`config.mk`:
```
export PLATFORM = sky130hd
export DESIGN_NAME = eeprom_boot_loader
export DESIGN_NICKNAME = d
export VERILOG_FILES = /design/src/rtl/boot_ldr_pkg.sv /design/src/rtl/boot_sclk_gen.sv /design/src/rtl/boot_rx_shift.sv /design/src/rtl/boot_ldr_seq.sv /design/src/rtl/eeprom_boot_loader.sv
export SDC_FILE = /design/constraint.sdc
export NUM_CORES = 1
export LEC_CHECK = 0
export ABC_AREA = 1
export BUFFER_PORTS_ARGS = -buffer_cell sky130_fd_sc_hd__buf_4
export CAP_MARGIN = 20
export CORE_MARGIN = 1
export CORE_UTILIZATION = 60
export DETAILED_ROUTE_END_ITERATION = 6
export PLACE_DENSITY_LB_ADDON = 0.08
export SYNTH_ARGS = -nofsm -noshare
export SYNTH_HDL_FRONTEND = slang
export SYNTH_SLANG_ARGS = --single-unit
```
`constraint.sdc`:
```
create_clock -name clk_i -period 2.4 [get_ports clk_i]
set_input_delay 0.36 -clock clk_i [delete_from_list [all_inputs] [get_ports clk_i]]
set_output_delay 0.36 -clock clk_i [all_outputs]
set_load 0.01 [all_outputs]
```
`src/rtl/boot_ldr_pkg.sv`:
```
`timescale 1ns/1ps
package boot_ldr_pkg;
  localparam int CFG_WORDS = 3;
  localparam logic       RD_START  = 1'b1;
  localparam logic [1:0] RD_OPCODE = 2'b10;

  typedef enum logic [1:0] {
    ST_IDLE,
    ST_CMD,
    ST_RX,
    ST_FIN
  } ldr_state_e;
endpackage

```
`src/rtl/boot_sclk_gen.sv`:
```
`timescale 1ns/1ps
module boot_sclk_gen #(
  parameter int HALF_DIV = 4
) (
  input  logic clk_i,
  input  logic rst_ni,
  input  logic run_i,
  output logic sclk_o,
  output logic fall_o
);
  localparam int CW = (HALF_DIV > 1) ? $clog2(HALF_DIV) : 1;

  logic [CW-1:0] cnt_q;
  logic          sclk_q;
  logic          tick;

  assign tick = run_i && (cnt_q == CW'(HALF_DIV - 1));

  always_ff @(posedge clk_i or negedge rst_ni) begin
    if (!rst_ni) begin
      cnt_q  <= '0;
      sclk_q <= 1'b0;
    end else if (!run_i) begin
      cnt_q  <= '0;
      sclk_q <= 1'b0;
    end else if (tick) begin
      cnt_q  <= '0;
      sclk_q <= ~sclk_q;
    end else begin
      cnt_q  <= cnt_q + 1'b1;
    end
  end

  assign sclk_o = sclk_q;
  // event: the serial clock falls at this edge
  assign fall_o = tick && sclk_q;
endmodule

```
`src/rtl/boot_rx_shift.sv`:
```
`timescale 1ns/1ps
module boot_rx_shift
  import boot_ldr_pkg::*;
#(
  parameter int WORD_W = 16
) (
  input  logic clk_i,
  input  logic rst_ni,
  input  logic shift_i,
  input  logic bit_i,
  output logic [CFG_WORDS-1:0][WORD_W-1:0] words_o
);
  localparam int TOT = CFG_WORDS * WORD_W;

  logic [TOT-1:0] data_q;
  logic [TOT-1:0] data_nxt;

  assign data_nxt = {data_q[TOT-2:0], bit_i};

  always_ff @(posedge clk_i or negedge rst_ni) begin
    if (!rst_ni)      data_q <= '0;
    else if (shift_i) data_q <= data_nxt;
  end

  // lookahead view so the final bit is capturable on the same edge
  for (genvar k = 0; k < CFG_WORDS; k++) begin : g_word
    assign words_o[k] = data_nxt[(CFG_WORDS-1-k)*WORD_W +: WORD_W];
  end
endmodule

```
`src/rtl/boot_ldr_seq.sv`:
```
`timescale 1ns/1ps
module boot_ldr_seq
  import boot_ldr_pkg::*;
#(
  parameter int ADDR_W = 6,
  parameter int WORD_W = 16
) (
  input  logic clk_i,
  input  logic rst_ni,
  input  logic rom_en_ni,
  input  logic fall_i,
  output logic run_o,
  output logic sda_o,
  output logic sda_oe_o,
  output logic shift_o,
  output logic finish_o,
  output logic from_rom_o
);
  localparam int CMD_BITS = 3 + ADDR_W;
  localparam int LAST     = CMD_BITS + CFG_WORDS * WORD_W - 1;
  localparam int CNT_W    = $clog2(LAST + 2);
  localparam logic [CMD_BITS-1:0] CMD_VEC = {RD_START, RD_OPCODE, {ADDR_W{1'b0}}};

  ldr_state_e       state_q, state_d;
  logic [CNT_W-1:0] cnt_q;
  logic             cmd_end, rx_end, active;
  logic [CMD_BITS-1:0] cmd_sh;

  assign cmd_end = (cnt_q == CNT_W'(CMD_BITS - 1));
  assign rx_end  = (cnt_q == CNT_W'(LAST));
  assign active  = (state_q == ST_CMD) || (state_q == ST_RX);

  always_comb begin
    state_d  = state_q;
    finish_o = 1'b0;
    case (state_q)
      ST_IDLE: begin
        if (rom_en_ni) begin
          state_d  = ST_FIN;
          finish_o = 1'b1;
        end else begin
          state_d  = ST_CMD;
        end
      end
      ST_CMD:  if (fall_i && cmd_end) state_d = ST_RX;
      ST_RX: begin
        if (fall_i && rx_end) begin
          state_d  = ST_FIN;
          finish_o = 1'b1;
        end
      end
      default: state_d = ST_FIN;
    endcase
  end

  always_ff @(posedge clk_i or negedge rst_ni) begin
    if (!rst_ni) begin
      state_q <= ST_IDLE;
      cnt_q   <= '0;
    end else begin
      state_q <= state_d;
      if (active && fall_i) cnt_q <= cnt_q + 1'b1;
    end
  end

  assign cmd_sh     = CMD_VEC << cnt_q;
  assign run_o      = active;
  assign sda_oe_o   = (state_q == ST_CMD);
  assign sda_o      = sda_oe_o && cmd_sh[CMD_BITS-1];
  // dummy bit falls in ST_CMD's last fall, so it is never shifted
  assign shift_o    = (state_q == ST_RX) && fall_i;
  assign from_rom_o = (state_q == ST_RX);
endmodule

```
`src/rtl/eeprom_boot_loader.sv`:
```
`timescale 1ns/1ps
module eeprom_boot_loader
  import boot_ldr_pkg::*;
#(
  parameter int          HALF_DIV = 4,
  parameter int          ADDR_W   = 6,
  parameter int          WORD_W   = 16,
  parameter int          GANG_BIT = 14,
  parameter logic [15:0] DEF_VID  = 16'hFACE,
  parameter logic [15:0] DEF_PID  = 16'h0B0B
) (
  input  logic              clk_i,
  input  logic              rst_ni,
  input  logic              rom_en_ni,
  input  logic              gang_pin_i,
  input  logic              sda_i,
  output logic              sclk_o,
  output logic              cs_o,
  output logic              ctl_oe_o,
  output logic              sda_o,
  output logic              sda_oe_o,
  output logic              done_o,
  output logic              cfg_valid_o,
  output logic [WORD_W-1:0] mode_word_o,
  output logic              gang_mode_o,
  output logic [WORD_W-1:0] vendor_id_o,
  output logic [WORD_W-1:0] product_id_o
);
  logic run, fall, shift, finish, from_rom;
  logic [CFG_WORDS-1:0][WORD_W-1:0] words;

  boot_sclk_gen #(.HALF_DIV(HALF_DIV)) u_clk (
    .clk_i  (clk_i),
    .rst_ni (rst_ni),
    .run_i  (run),
    .sclk_o (sclk_o),
    .fall_o (fall)
  );

  boot_ldr_seq #(.ADDR_W(ADDR_W), .WORD_W(WORD_W)) u_seq (
    .clk_i      (clk_i),
    .rst_ni     (rst_ni),
    .rom_en_ni  (rom_en_ni),
    .fall_i     (fall),
    .run_o      (run),
    .sda_o      (sda_o),
    .sda_oe_o   (sda_oe_o),
    .shift_o    (shift),
    .finish_o   (finish),
    .from_rom_o (from_rom)
  );

  boot_rx_shift #(.WORD_W(WORD_W)) u_rx (
    .clk_i   (clk_i),
    .rst_ni  (rst_ni),
    .shift_i (shift),
    .bit_i   (sda_i),
    .words_o (words)
  );

  assign cs_o     = run;
  assign ctl_oe_o = run;

  always_ff @(posedge clk_i or negedge rst_ni) begin
    if (!rst_ni) begin
      done_o       <= 1'b0;
      cfg_valid_o  <= 1'b0;
      mode_word_o  <= '0;
      gang_mode_o  <= 1'b0;
      vendor_id_o  <= '0;
      product_id_o <= '0;
    end else begin
      done_o <= finish;
      if (finish) begin
        cfg_valid_o <= 1'b1;
        if (from_rom) begin
          mode_word_o  <= words[0];
          gang_mode_o  <= words[0][GANG_BIT];
          vendor_id_o  <= words[1];
          product_id_o <= words[2];
        end else begin
          mode_word_o  <= '0;
          gang_mode_o  <= gang_pin_i;
          vendor_id_o  <= WORD_W'(DEF_VID);
          product_id_o <= WORD_W'(DEF_PID);
        end
      end
    end
  end
endmodule

```
Word-level counts from Yosys, hierarchy flattened
Cells that the tools add are included.
{"block": "totals", "register_bits": 109, "inputBits": 5}
{"block": "op_classes", "add_sub_neg": 2, "n_eq_ne": 8, "n_shift": 1, "mux": 15, "bitwise_logic": 1, "n_reduce_logical": 10}
{"op": "two-way mux 16 bit", "n": 3}
{"op": "two-way mux 2 bit", "n": 5}
{"op": "<< shifter 9 x 6 -> 9 bit (first input constant)", "n": 1}
{"op": "logical AND 1 bit", "n": 7}
{"op": "adder 6 x 1 -> 6 bit (second input constant)", "n": 1}
{"op": "equality test 6 x 4 -> 1 bit (second input constant)", "n": 1}
{"op": "equality test 6 bit (second input constant)", "n": 1}
{"op": "one-hot mux 2 bit (3 select lines)", "n": 1}
{"op": "two-way mux 1 bit", "n": 5}
{"op": "equality test 2 bit (second input constant)", "n": 2}
{"op": "!= test 2 bit (second input constant)", "n": 2}
{"op": "adder 2 x 1 -> 2 bit (second input constant)", "n": 1}
{"op": "equality test 2 x 1 -> 1 bit (second input constant)", "n": 1}
{"op": "zero test 2 bit", "n": 1}
{"op": "!= test 2 x 1 -> 1 bit (second input constant)", "n": 1}
{"op": "one-hot mux 1 bit (2 select lines)", "n": 1}
{"op": "AND reduction 2 bit", "n": 1}
{"op": "logical OR 1 bit", "n": 1}
{"op": "NOT 1 bit", "n": 1}

Logic depth before layout (Yosys ltp)
Gate-level depths: netlist (run 1).
{"block": "depth", "ltp_word": 7, "depth_mapped": 10, "ltp_nobuf": 9}

By module
Synthesis (run 1) repeated with hierarchy kept, for this count alone.
{"block": "unflattened", "hier_cells": 504, "hier_area_um2": 4533.1}
{"module": "eeprom_boot_loader", "n_inst": 1, "cells_per_inst": 217, "area_per_inst_um2": 2030.7}
{"module": "boot_rx_shift", "n_inst": 1, "cells_per_inst": 200, "area_per_inst_um2": 1809.2}
{"module": "boot_ldr_seq", "n_inst": 1, "cells_per_inst": 72, "area_per_inst_um2": 561.8}
{"module": "boot_sclk_gen", "n_inst": 1, "cells_per_inst": 15, "area_per_inst_um2": 131.4}

Least setup slack after synthesis (run 1)
OpenSTA, ideal clock, no wires.
{"block": "synth_timing", "kind": "flip-flop to flip-flop", "startpoint": "reg u_seq.state_q[0]", "endpoint": "reg u_rx.data_q[18]", "arrival_time_ns": 1.571, "required_time_ns": 2.270, "setup_slack_ns": 0.699, "path_stages_with_launch": 10, "path_buffers": 2, "path_cell_list": "dfrtp_1 -> inv_1 -> ha_1 -> nand3_2 -> inv_2 -> buf_6 -> nand2_4 -> clkbuf_1 -> nand2_1 -> o21ai_0"}
{"block": "synth_between", "elab_chain_len": 5, "elab_cells_between_ends": 6, "classes_between": "eq/ne: 2; reduce/logical: 4"}
{"element": "from (decl)", "line": "boot_ldr_seq.sv:24", "source": "ldr_state_e state_q, state_d;"}
{"element": "from (signal assigned)", "line": "boot_ldr_seq.sv:61", "source": "state_q <= state_d;"}
{"element": "equality test 2 x 1 -> 1 bit or equality test 2 bit (tied branches)", "line": "boot_ldr_seq.sv:31", "source": "assign active = (state_q == ST_CMD) || (state_q == ST_RX);"}
{"element": "logical OR 1 bit *", "line": "boot_ldr_seq.sv:31"}
{"element": "via cs_o", "line": "eeprom_boot_loader.sv:18", "source": "output logic cs_o,"}
{"element": "logical AND 1 bit *", "line": "boot_sclk_gen.sv:17", "source": "assign tick = run_i && (cnt_q == CW'(HALF_DIV - 1));"}
{"element": "logical AND 1 bit *", "line": "boot_sclk_gen.sv:36", "source": "assign fall_o = tick && sclk_q;"}
{"element": "logical AND 1 bit *", "line": "boot_ldr_seq.sv:71", "source": "assign shift_o = (state_q == ST_RX) && fall_i;"}
{"element": "to (signal assigned)", "line": "boot_rx_shift.sv:22", "source": "else if (shift_i) data_q <= data_nxt;"}
{"element": "to (decl)", "line": "boot_rx_shift.sv:15", "source": "logic [TOT-1:0] data_q;"}
The timed path passes the listed nets; every way through them passes the cells marked *.
A chain may end at the register's enable or synchronous reset.

Final worst setup path (run 1)
{"block": "layout_timing", "startpoint": "reg u_seq.state_q[0]", "endpoint": "reg u_rx.data_q[27]"}
{"block": "layout_between", "elab_chain_len": 5, "elab_cells_between_ends": 6, "classes_between": "eq/ne: 2; reduce/logical: 4"}
{"element": "equality test 2 x 1 -> 1 bit or equality test 2 bit (tied branches)", "line": "boot_ldr_seq.sv:31, boot_ldr_seq.sv:71"}
{"element": "logical OR 1 bit", "line": "boot_ldr_seq.sv:31"}
{"element": "logical AND 1 bit", "line": "boot_sclk_gen.sv:17"}
{"element": "logical AND 1 bit", "line": "boot_sclk_gen.sv:36"}
{"element": "logical AND 1 bit *", "line": "boot_ldr_seq.sv:71"}
Every way passes the cells marked *; elsewhere a longest branch is shown, timed or not.

==> results of run 1 <==
[flip-flops by register name, summed over array words and instances (netlist names)]
name           count
cfg_valid_o        1
done_o             1
gang_mode_o        1
mode_word_o       16
product_id_o      16
u_clk.cnt_q        2
u_clk.sclk_o       1
u_rx.data_q       47
u_seq.cnt_q        6
u_seq.state_q      2
vendor_id_o       16
[power by group through the flow]
stage	clock network, mW	logic, mW	registers [mW]
after global placement	0	0.0564	1.88
after CTS	1.07	0.0583	1.84
after floorplan	0	0.00846	1.88
after detailed placement	0	0.0582	1.88
after global routing	1.13	0.0652	1.85
final	1.05	0.0544	1.84
[layout by cell type, fill, tap and decap left out, drive strengths merged]
cell type and instances:
ha 7, nand3b 1, nand3 88, buf 69
a21oi 2, clkinvlp 2, o21ai 19, nand4 2
clkinv 2, nand2 239, inv 63, xor2 4
clkbuf 10, nor4 1, xnor2 1, nor2 4
dfrtp 109
[metal layers]
metal  vias to the layer above  share of wire [%]  track usage, %
li1                       1862                  -               -
met1                      1726                 48           32.08
met2                        66                 48           39.41
met3                        11                2.7           3.769
met4                         0                1.6           7.937
met5                         -                  0               0
[through the flow]
step	cells	area (µm²)
after floorplan	573	4798
after global placement	709	5285
after detailed placement	709	5285
after CTS	725	5469
after global routing	725	5469
final	725	5469
[logic make-up (layout without fill, tap and decap cells)]
| family | Yosys count | after routing | share of synthesized area (%) |
|---|---|---|---|
| compound gates | 21 | 21 | 2.190 |
| fa+ha+maj | 7 | 7 | 1.825 |
| xor+xnor | 5 | 5 | 0.9126 |
| flops | 109 | 109 | 56.84 |
| simple gates | 335 | 335 | 29.52 |
| buf+inv | 96 | 146 | 8.709 |
[worst max-delay path by stage]
| stage | start | end | depth (start not counted) |
|---|---|---|---|
| 5_1_grt | u_seq.state_q[0] | u_rx.data_q[27] | 7 |
| 4_1_cts | u_seq.state_q[0] | u_rx.data_q[27] | 8 |
| 6_report | u_seq.state_q[0] | u_rx.data_q[27] | 8 |
| 3_3_place_gp | u_seq.state_q[0] | u_rx.data_q[0] | 8 |
| 2_1_floorplan | u_seq.state_q[0] | u_rx.data_q[18] | 9 |
| 3_5_place_dp | u_seq.state_q[0] | u_rx.data_q[27] | 8 |
[critical path: cells and delay by family, from the launching register on]
family / cells / cell delay, ps
flip-flops: 1 / 410
AO/OA/AOI/OAI: 1 / 100
buffers and inverters: 3 / 420
AND/OR/NAND/NOR: 3 / 650
adder cells (fa/ha/maj): 1 / 400
[cell type report]
class                      instances  area share (%)
multi-input combinational        368           30.31
clock buffer                      10           2.517
timing repair buffer              69           9.929
inverter                          61           4.187
clock inverter                     6          0.8465
tap                              102           2.334
sequential                       109           49.87
==> impl_metrics.json, run 1 <==
{
  "status": "finished, violations left",
  "failed_checks": "hold timing",
  "synth.distinct_cells": 23,
  "worst_slack_ps": 279.6,
  "skew_ps": 12.47,
  "drive_above_1_share_pct": 14.93,
  "crit_chain": "inv_1, ha_1, nand3_2, inv_2, buf_4, nand2_4, nand2_1, o21ai_0",
  "seq_area_frac_synth_pct": 56.84,
  "drc": 0,
  "path_class": "flip-flop to flip-flop",
  "cts_buffer_depth": 2,
  "die_x_um": 91.43,
  "cp_data_arrival_time_ps": 2350,
  "hold_viol": 9,
  "synth_top_cell_area_share_pct": 56.84,
  "grt_pass1_wl_mm": 15.81,
  "ys_warn_count": 0,
  "worstMarginPinSlew_ps": 611.7,
  "diodes": 0,
  "worst-r2r-cell-count": 8,
  "period_needed_ps": 2120,
  "reg2reg_to": "u_rx.data_q[27]",
  "powerDensity_nw_per_um2": 539.2,
  "synthTopCellsByCount": "nand2_1 (237), dfrtp_1 (109), nand3_1 (87)",
  "die_y_um": 91.43,
  "yosysMostFrequentCell": "nand2_1",
  "ys_async_sr_fraction_pct": 100.0,
  "rr_startpoint": "u_seq.state_q[0]",
  "cts_max_level": 3,
  "switching_power_uw": 682.5,
  "rows": 32,
  "dieArea_um2": 8359,
  "multiInputGateArea_um2": 1658,
  "rsz0062_at_grt": "no",
  "area_delta_synth_final_pct": 13.98,
  "dpl_worst_slack_ps": 290.6,
  "maxCapViolCount": 0,
  "hold_buffers": 0,
  "synth_ff_type": "dfrtp_1",
  "synth-edff-count": 0,
  "grt_max_degree": 65,
  "synth_cells": 573,
  "ant_nets": 0,
  "detail_route.iter0.violations": 158,
  "num_io_pins": 61,
  "min_path_type": "input pin to async pin",
  "cp.required_ps": 2630,
  "syn_area_um2": 4798,
  "switching_share_pct": 23.14,
  "grt_use_total_pct": 23.78,
  "cp-start-kind": "flip-flop",
  "clkPwrFrac_pct": 35.6,
  "final_util_pct": 70.77,
  "cellInternalPower_mw": 2.267,
  "period_share_pct": 88.35,
  "core-area_um2": 7727,
  "start_util_pct": 62.10,
  "power_frac_seq_pct": 62.5,
  "register_area_um2": 2728,
  "path_clk_slew_ps": 100,
  "finalMaxSlewViolations": 0,
  "power_frac_comb_pct": 1.8,
  "clk_latency_ps": 370,
  "critPathSlowestCell": "dfrtp_1",
  "setup_tns_ps": 0,
  "cpPeakStageDelay_ps": 410,
  "grt_pass1_vias": 3511,
  "final_nets": 630,
  "cts_resized": 0,
  "end_kind": "flip-flop",
  "drt_pass1_iterations": 4,
  "worstPathMaxFanout": 64,
  "io_buffers": 60,
  "syn-mean-instance-area_um2": 8.374,
  "synth.area.top_cells": "dfrtp_1 (57%), nand2_1 (19%), nand3_1 (9.1%), inv_1 (4.7%), o21ai_0 (2.0%)",
  "via_per_inst": 5.055,
  "yosys.area.top_type": "dfrtp_1",
  "syn-num-nets": 585,
  "dp_hpwl_mm": 5.752,
  "wl_per_cell_um": 12.39,
  "routabilityCongestion": 0.7600,
  "rrSetupSlack_ps": 280,
  "fmax_ghz": 0.4716,
  "routed_wl_mm": 8.985,
  "cts_tree": "yes",
  "nFillCells": 649,
  "ir_drop_mv": 0.3734,
  "post_cts_buffers": 0,
  "cts-root-buf": "clkbuf_8",
  "setup_viol": 0,
  "grt-ovfl-total": 0,
  "power_leakage_nw": 3.283,
  "numCtsBuffers": 9,
  "antenna_found_initial": 0,
  "vias": 3665,
  "clock_sink_count": 109,
  "relSlewSlack_pct": 59.22,
  "p_total_mw": 2.949,
  "fin_hold_ws_ps": -27.03,
  "synth-seq-cells": 109
}
(Power assumes the default switching activity.)
==> run 2, diff against run 1 <==
--- a/config.mk
+++ b/config.mk
@@ -9,7 +9,7 @@
 export BUFFER_PORTS_ARGS = -buffer_cell sky130_fd_sc_hd__buf_4
 export CAP_MARGIN = 20
 export CORE_MARGIN = 1
-export CORE_UTILIZATION = 60
+export CORE_UTILIZATION = 62
 export DETAILED_ROUTE_END_ITERATION = 6
 export PLACE_DENSITY_LB_ADDON = 0.08
 export SYNTH_ARGS = -nofsm -noshare
==> impl_metrics.json, run 2 (synthesized netlist as in run 1, its figures left out) <==
{
  "status": "complete, no violations",
  "worstPathMaxFanout": 34,
  "clkPwrFrac_pct": 40.3,
  "hold_viol": 0,
  "antenna_found_initial": 0,
  "maxCapViolCount": 0,
  "gr-usage-met2_pct": 42.69,
  "cts_tree": "yes",
  "core-area_um2": 7370,
  "cp_data_arrival_time_ps": 2320,
  "grt_pass1_vias": 3715,
  "num_io_pins": 61,
  "routed_wl_mm": 8.987,
  "registers.top_by_ff_count": "u_rx.data_q",
  "cellInternalPower_mw": 2.548,
  "path_class": "flip-flop to flip-flop",
  "clk_latency_ps": 360,
  "powerDensity_nw_per_um2": 576.9,
  "ant_nets": 0,
  "switching_share_pct": 19.86,
  "cp.required_ps": 2700,
  "die_x_um": 89.98,
  "relSlewSlack_pct": 53.60,
  "post_cts_buffers": 0,
  "top_usage_layer": "met2",
  "final_common_cell": "nand2_1",
  "fmax_ghz": 0.4950,
  "ir_drop_mv": 0.3576,
  "routabilityCongestion": 0.8125,
  "rr_startpoint": "u_seq.state_q[0]",
  "rsz0062_at_grt": "no",
  "path_clk_slew_ps": 100,
  "numCtsBuffers": 9,
  "dieArea_um2": 8096,
  "setup_viol": 0,
  "cts_resized": 0,
  "cts_buffer_depth": 2,
  "final_util_pct": 74.77,
  "grt_pass1_wl_mm": 16.13,
  "rows": 31,
  "die_y_um": 89.98,
  "worst_slack_ps": 379.8,
  "clock_sink_count": 109,
  "grt_max_degree": 65,
  "start_util_pct": 65.11,
  "via_per_inst": 5.190,
  "setup_tns_ps": 0,
  "worstMarginPinSlew_ps": 696.1,
  "io_buffers": 60,
  "detail_route.iter0.violations": 248,
  "drc": 0,
  "area_delta_synth_final_pct": 14.84,
  "p_total_mw": 3.179,
  "grt-ovfl-total": 0,
  "wl_per_cell_um": 12.48,
  "largest_reg_flops": 47,
  "period_needed_ps": 2020,
  "cts-root-buf": "clkbuf_8",
  "final_nets": 629,
  "mostFrequentLayoutCells": "nand2_1 (236), dfrtp_1 (109), nand3_1 (87)",
  "end_kind": "flip-flop",
  "power_frac_comb_pct": 1.7,
  "design_area_um2": 5510,
  "drt_pass1_iterations": 5,
  "power_leakage_nw": 3.302,
  "cts_max_level": 3,
  "cp-start-kind": "flip-flop",
  "drive_above_1_share_pct": 14.49,
  "min_path_type": "input pin to async pin",
  "finalMaxSlewViolations": 0,
  "dpl_worst_slack_ps": 385.8,
  "gr-usage-met3_pct": 3.215,
  "power_frac_seq_pct": 58.0,
  "grt_use_total_pct": 24.42,
  "placed_area_um2": 5274,
  "skew_ps": 10.14,
  "switching_power_uw": 631.4,
  "vias": 3737,
  "period_share_pct": 84.17,
  "met1_usage_pct": 31.02,
  "crit_start": "u_seq.state_q[0]",
  "diodes": 0,
  "hold_buffers": 0,
  "dp_hpwl_mm": 5.543
}
run 2: worst paths after layout:
| kind | cells past startpoint | slack [ps] | end |
|---|---|---|---|
| max in group asynchronous | 2 | 1650 | vendor_id_o[11] |
| worst min-delay path | 1 | 30 | product_id_o[5] |
| min in group clk_i | 5 | 280 | product_id_o[0] |
| worst min register to register | 1 | 430 | u_clk.cnt_q[0] |
| worst max register to register | 9 | 380 | product_id_o[8] |
| worst max-delay path | 9 | 380 | product_id_o[8] |
run 2: layout make-up:
cell class | instances | area, µm²
well taps | 99 | 123.9
clock buffers | 10 | 127.6
multi-input cells | 368 | 1658
repair buffers | 68 | 535.5
flip-flops and latches | 109 | 2728
clock inverters | 5 | 108.9
inverters | 61 | 229.0
fillers | 581 | 1859
run 2: power by group through the flow:
stage / clock network [mW] / registers [mW] / logic [mW]
floorplan: 0 / 1.88 / 0.00846
global placement: 0 / 1.88 / 0.0560
detailed placement: 0 / 1.88 / 0.0578
CTS: 1.31 / 1.84 / 0.0576
global route: 1.37 / 1.85 / 0.0647
finish: 1.28 / 1.84 / 0.0547
run 2: through the flow:
| step | hold WS, ps | cells |
|---|---|---|
| 2_1_floorplan | 64.41 | 573 |
| 3_3_place_gp | 420.2 | 705 |
| 3_5_place_dp | 421.4 | 705 |
| 4_1_cts | 54.07 | 720 |
| 5_1_grt | 89.40 | 720 |
| 6_report | 29.88 | 720 |
run 2: critical path, cell delays in order, from the launching register on:
cell	delay, ps
dfrtp_1	400
inv_1	90
ha_1	390
nand3_2	130
inv_2	160
nand4_4	100
nand2_2	290
buf_12	230
nand2_1	80
nand2_1	60
run 2: layer usage:
layer	wire (µm)	vias up
li1	-	1849
met1	4061	1804
met2	4485	73
met3	307	11
met4	133	0
met5	0	-
==> run 3, diff against run 2 <==
--- a/config.mk
+++ b/config.mk
@@ -9,7 +9,7 @@
 export BUFFER_PORTS_ARGS = -buffer_cell sky130_fd_sc_hd__buf_4
 export CAP_MARGIN = 20
 export CORE_MARGIN = 1
-export CORE_UTILIZATION = 62
+export CORE_UTILIZATION = 52
 export DETAILED_ROUTE_END_ITERATION = 6
 export PLACE_DENSITY_LB_ADDON = 0.08
 export SYNTH_ARGS = -nofsm -noshare
==> constraint.sdc (replaced) <==
create_clock -name clk_i -period 1.6 [get_ports clk_i]
set_input_delay 0.24 -clock clk_i [delete_from_list [all_inputs] [get_ports clk_i]]
set_output_delay 0.24 -clock clk_i [all_outputs]
set_load 0.01 [all_outputs]
==> impl_metrics.json, run 3 (synthesized netlist as in run 1, its figures left out) <==
{
  "skew_ps": 17.02,
  "grt_pass1_vias": 3730,
  "routabilityCongestion": 0.8079,
  "p_total_mw": 4.541,
  "clk_latency_ps": 370,
  "rsz0062_at_grt": "yes",
  "core-area_um2": 8848,
  "via_per_inst": 5.034,
  "multiInputGateArea_um2": 1730,
  "path_clk_slew_ps": 100,
  "detail_route.iter0.violations": 157,
  "cts_buffer_depth": 2,
  "largest_reg_flops": 47,
  "path_class": "flip-flop to output pin",
  "fmax_ghz": 0.5997,
  "mostFrequentLayoutCells": "nand2_1 (233), dfrtp_1 (109), nand3_1 (84)",
  "rows": 34,
  "wl_per_cell_um": 13.48,
  "worst_slack_ps": -67.48,
  "antenna_found_initial": 0,
  "cts-root-buf": "clkbuf_8",
  "register_area_um2": 2728,
  "io_buffers": 60,
  "min_path_type": "input pin to flip-flop",
  "grt_use_total_pct": 22.24,
  "drt_pass1_iterations": 6,
  "setup_tns_ps": -1340,
  "nFillCells": 748,
  "cp_data_arrival_time_ps": 1430,
  "grt_pass1_wl_mm": 17.33,
  "clock_sink_count": 109,
  "routed_wl_mm": 10.24,
  "final_nets": 659,
  "cts_max_level": 3,
  "cts_tree": "yes",
  "hold_viol": 0,
  "end_kind": "output pin",
  "grt-ovfl-total": 0,
  "area_delta_synth_final_pct": 24.20,
  "power_leakage_nw": 3.492,
  "diodes": 0,
  "finalMaxSlewViolations": 0,
  "rrSetupSlack_ps": -50,
  "failed_checks": "DRC, setup timing",
  "cp-start-kind": "flip-flop",
  "fin_hold_ws_ps": 149.5,
  "cp.required_ps": 1360,
  "placed_area_um2": 5540,
  "ant_nets": 0,
  "ir_drop_mv": 0.3994,
  "maxCapViolCount": 0,
  "die_y_um": 98.06,
  "vias": 3826,
  "drc": 4,
  "relSlewSlack_pct": 71.97,
  "start_util_pct": 54.23,
  "dpl_worst_slack_ps": 0.2410,
  "num_io_pins": 61,
  "registers.top_by_ff_count": "u_rx.data_q",
  "setup_viol": 64,
  "status": "finished, violations left",
  "dp_hpwl_mm": 6.580,
  "worstMarginPinSlew_ps": 420.5,
  "final_common_cell": "nand2_1",
  "drive_above_1_share_pct": 20.25,
  "dieArea_um2": 9616,
  "powerDensity_nw_per_um2": 762.0,
  "period_share_pct": 104.2,
  "period_needed_ps": 1667,
  "die_x_um": 98.06,
  "worstPathMaxFanout": 5,
  "grt_max_degree": 38,
  "design_area_um2": 5959,
  "numCtsBuffers": 9
}
[run 3: cell types whose count changed in the layout (fill, tap and decap cells not counted), sizes merged]
cell / previous run / this run
buf: 68 / 95
bufinv: 3 / 1
clkbuf: 10 / 12
clkinv: 0 / 2
clkinvlp: 1 / 2
dlygate4sd3: 0 / 1
[run 3: stage by stage]
step	cells	utilization (%)
2_1_floorplan	573	-
3_3_place_gp	733	62.61
3_5_place_dp	733	62.61
4_1_cts	756	66.11
5_1_grt	760	67.35
6_report	760	67.35
[run 3: final cells by class]
| type | count | area share [%] |
|---|---|---|
| timing repair buffer | 98 | 15.70 |
| inverter | 61 | 3.884 |
| multi-input combinational | 368 | 29.04 |
| sequential | 109 | 45.77 |
| clock buffer | 10 | 2.141 |
| clock inverter | 6 | 1.197 |
| tap | 108 | 2.267 |
[run 3: worst paths after layout]
path                            cells past startpoint               to        startpoint
min in group asynchronous                           2  mode_word_o[15]            rst_ni
worst min-delay path                                3   u_rx.data_q[0]             sda_i
worst min register to register                      1   u_clk.cnt_q[0]    u_clk.cnt_q[0]
worst max register to register                     10  u_rx.data_q[18]  u_seq.state_q[1]
worst max-delay path                                5             cs_o  u_seq.state_q[1]
max in group asynchronous                           3  product_id_o[8]            rst_ni
[run 3: per-layer routing]
layer	part of all wire, %	global-route usage (%)
met4	1.1	6.993
met2	49	37.92
met5	0	0
met3	3.1	2.792
met1	46	29.77
[run 3: repair_timing]
| action | 4_1_cts | 5_1_grt |
|---|---|---|
| gates cloned | 0 | 2 |
| gates resized for setup | 16 | 16 |
| pin swaps | 1 | 4 |
| setup buffers | 6 | 2 |
| endpoints found under the setup margin | 8 | 105 |
| hold buffers | 1 | 0 |
| hold endpoints to repair | 27 | 0 |
[run 3: power breakdown]
group | leakage (nW) | switching, mW | internal (mW)
sequential | 1.47 | 0.00579 | 2.76
clock | 0.0931 | 0.949 | 0.736
combinational | 1.93 | 0.0647 | 0.0254
[run 3: worst max-delay path, stage by stage, from the launching register on]
cell,delay [ps]
dfrtp_1,400
inv_2,60
buf_6,120
ha_4,250
buf_6,130
buf_6,110
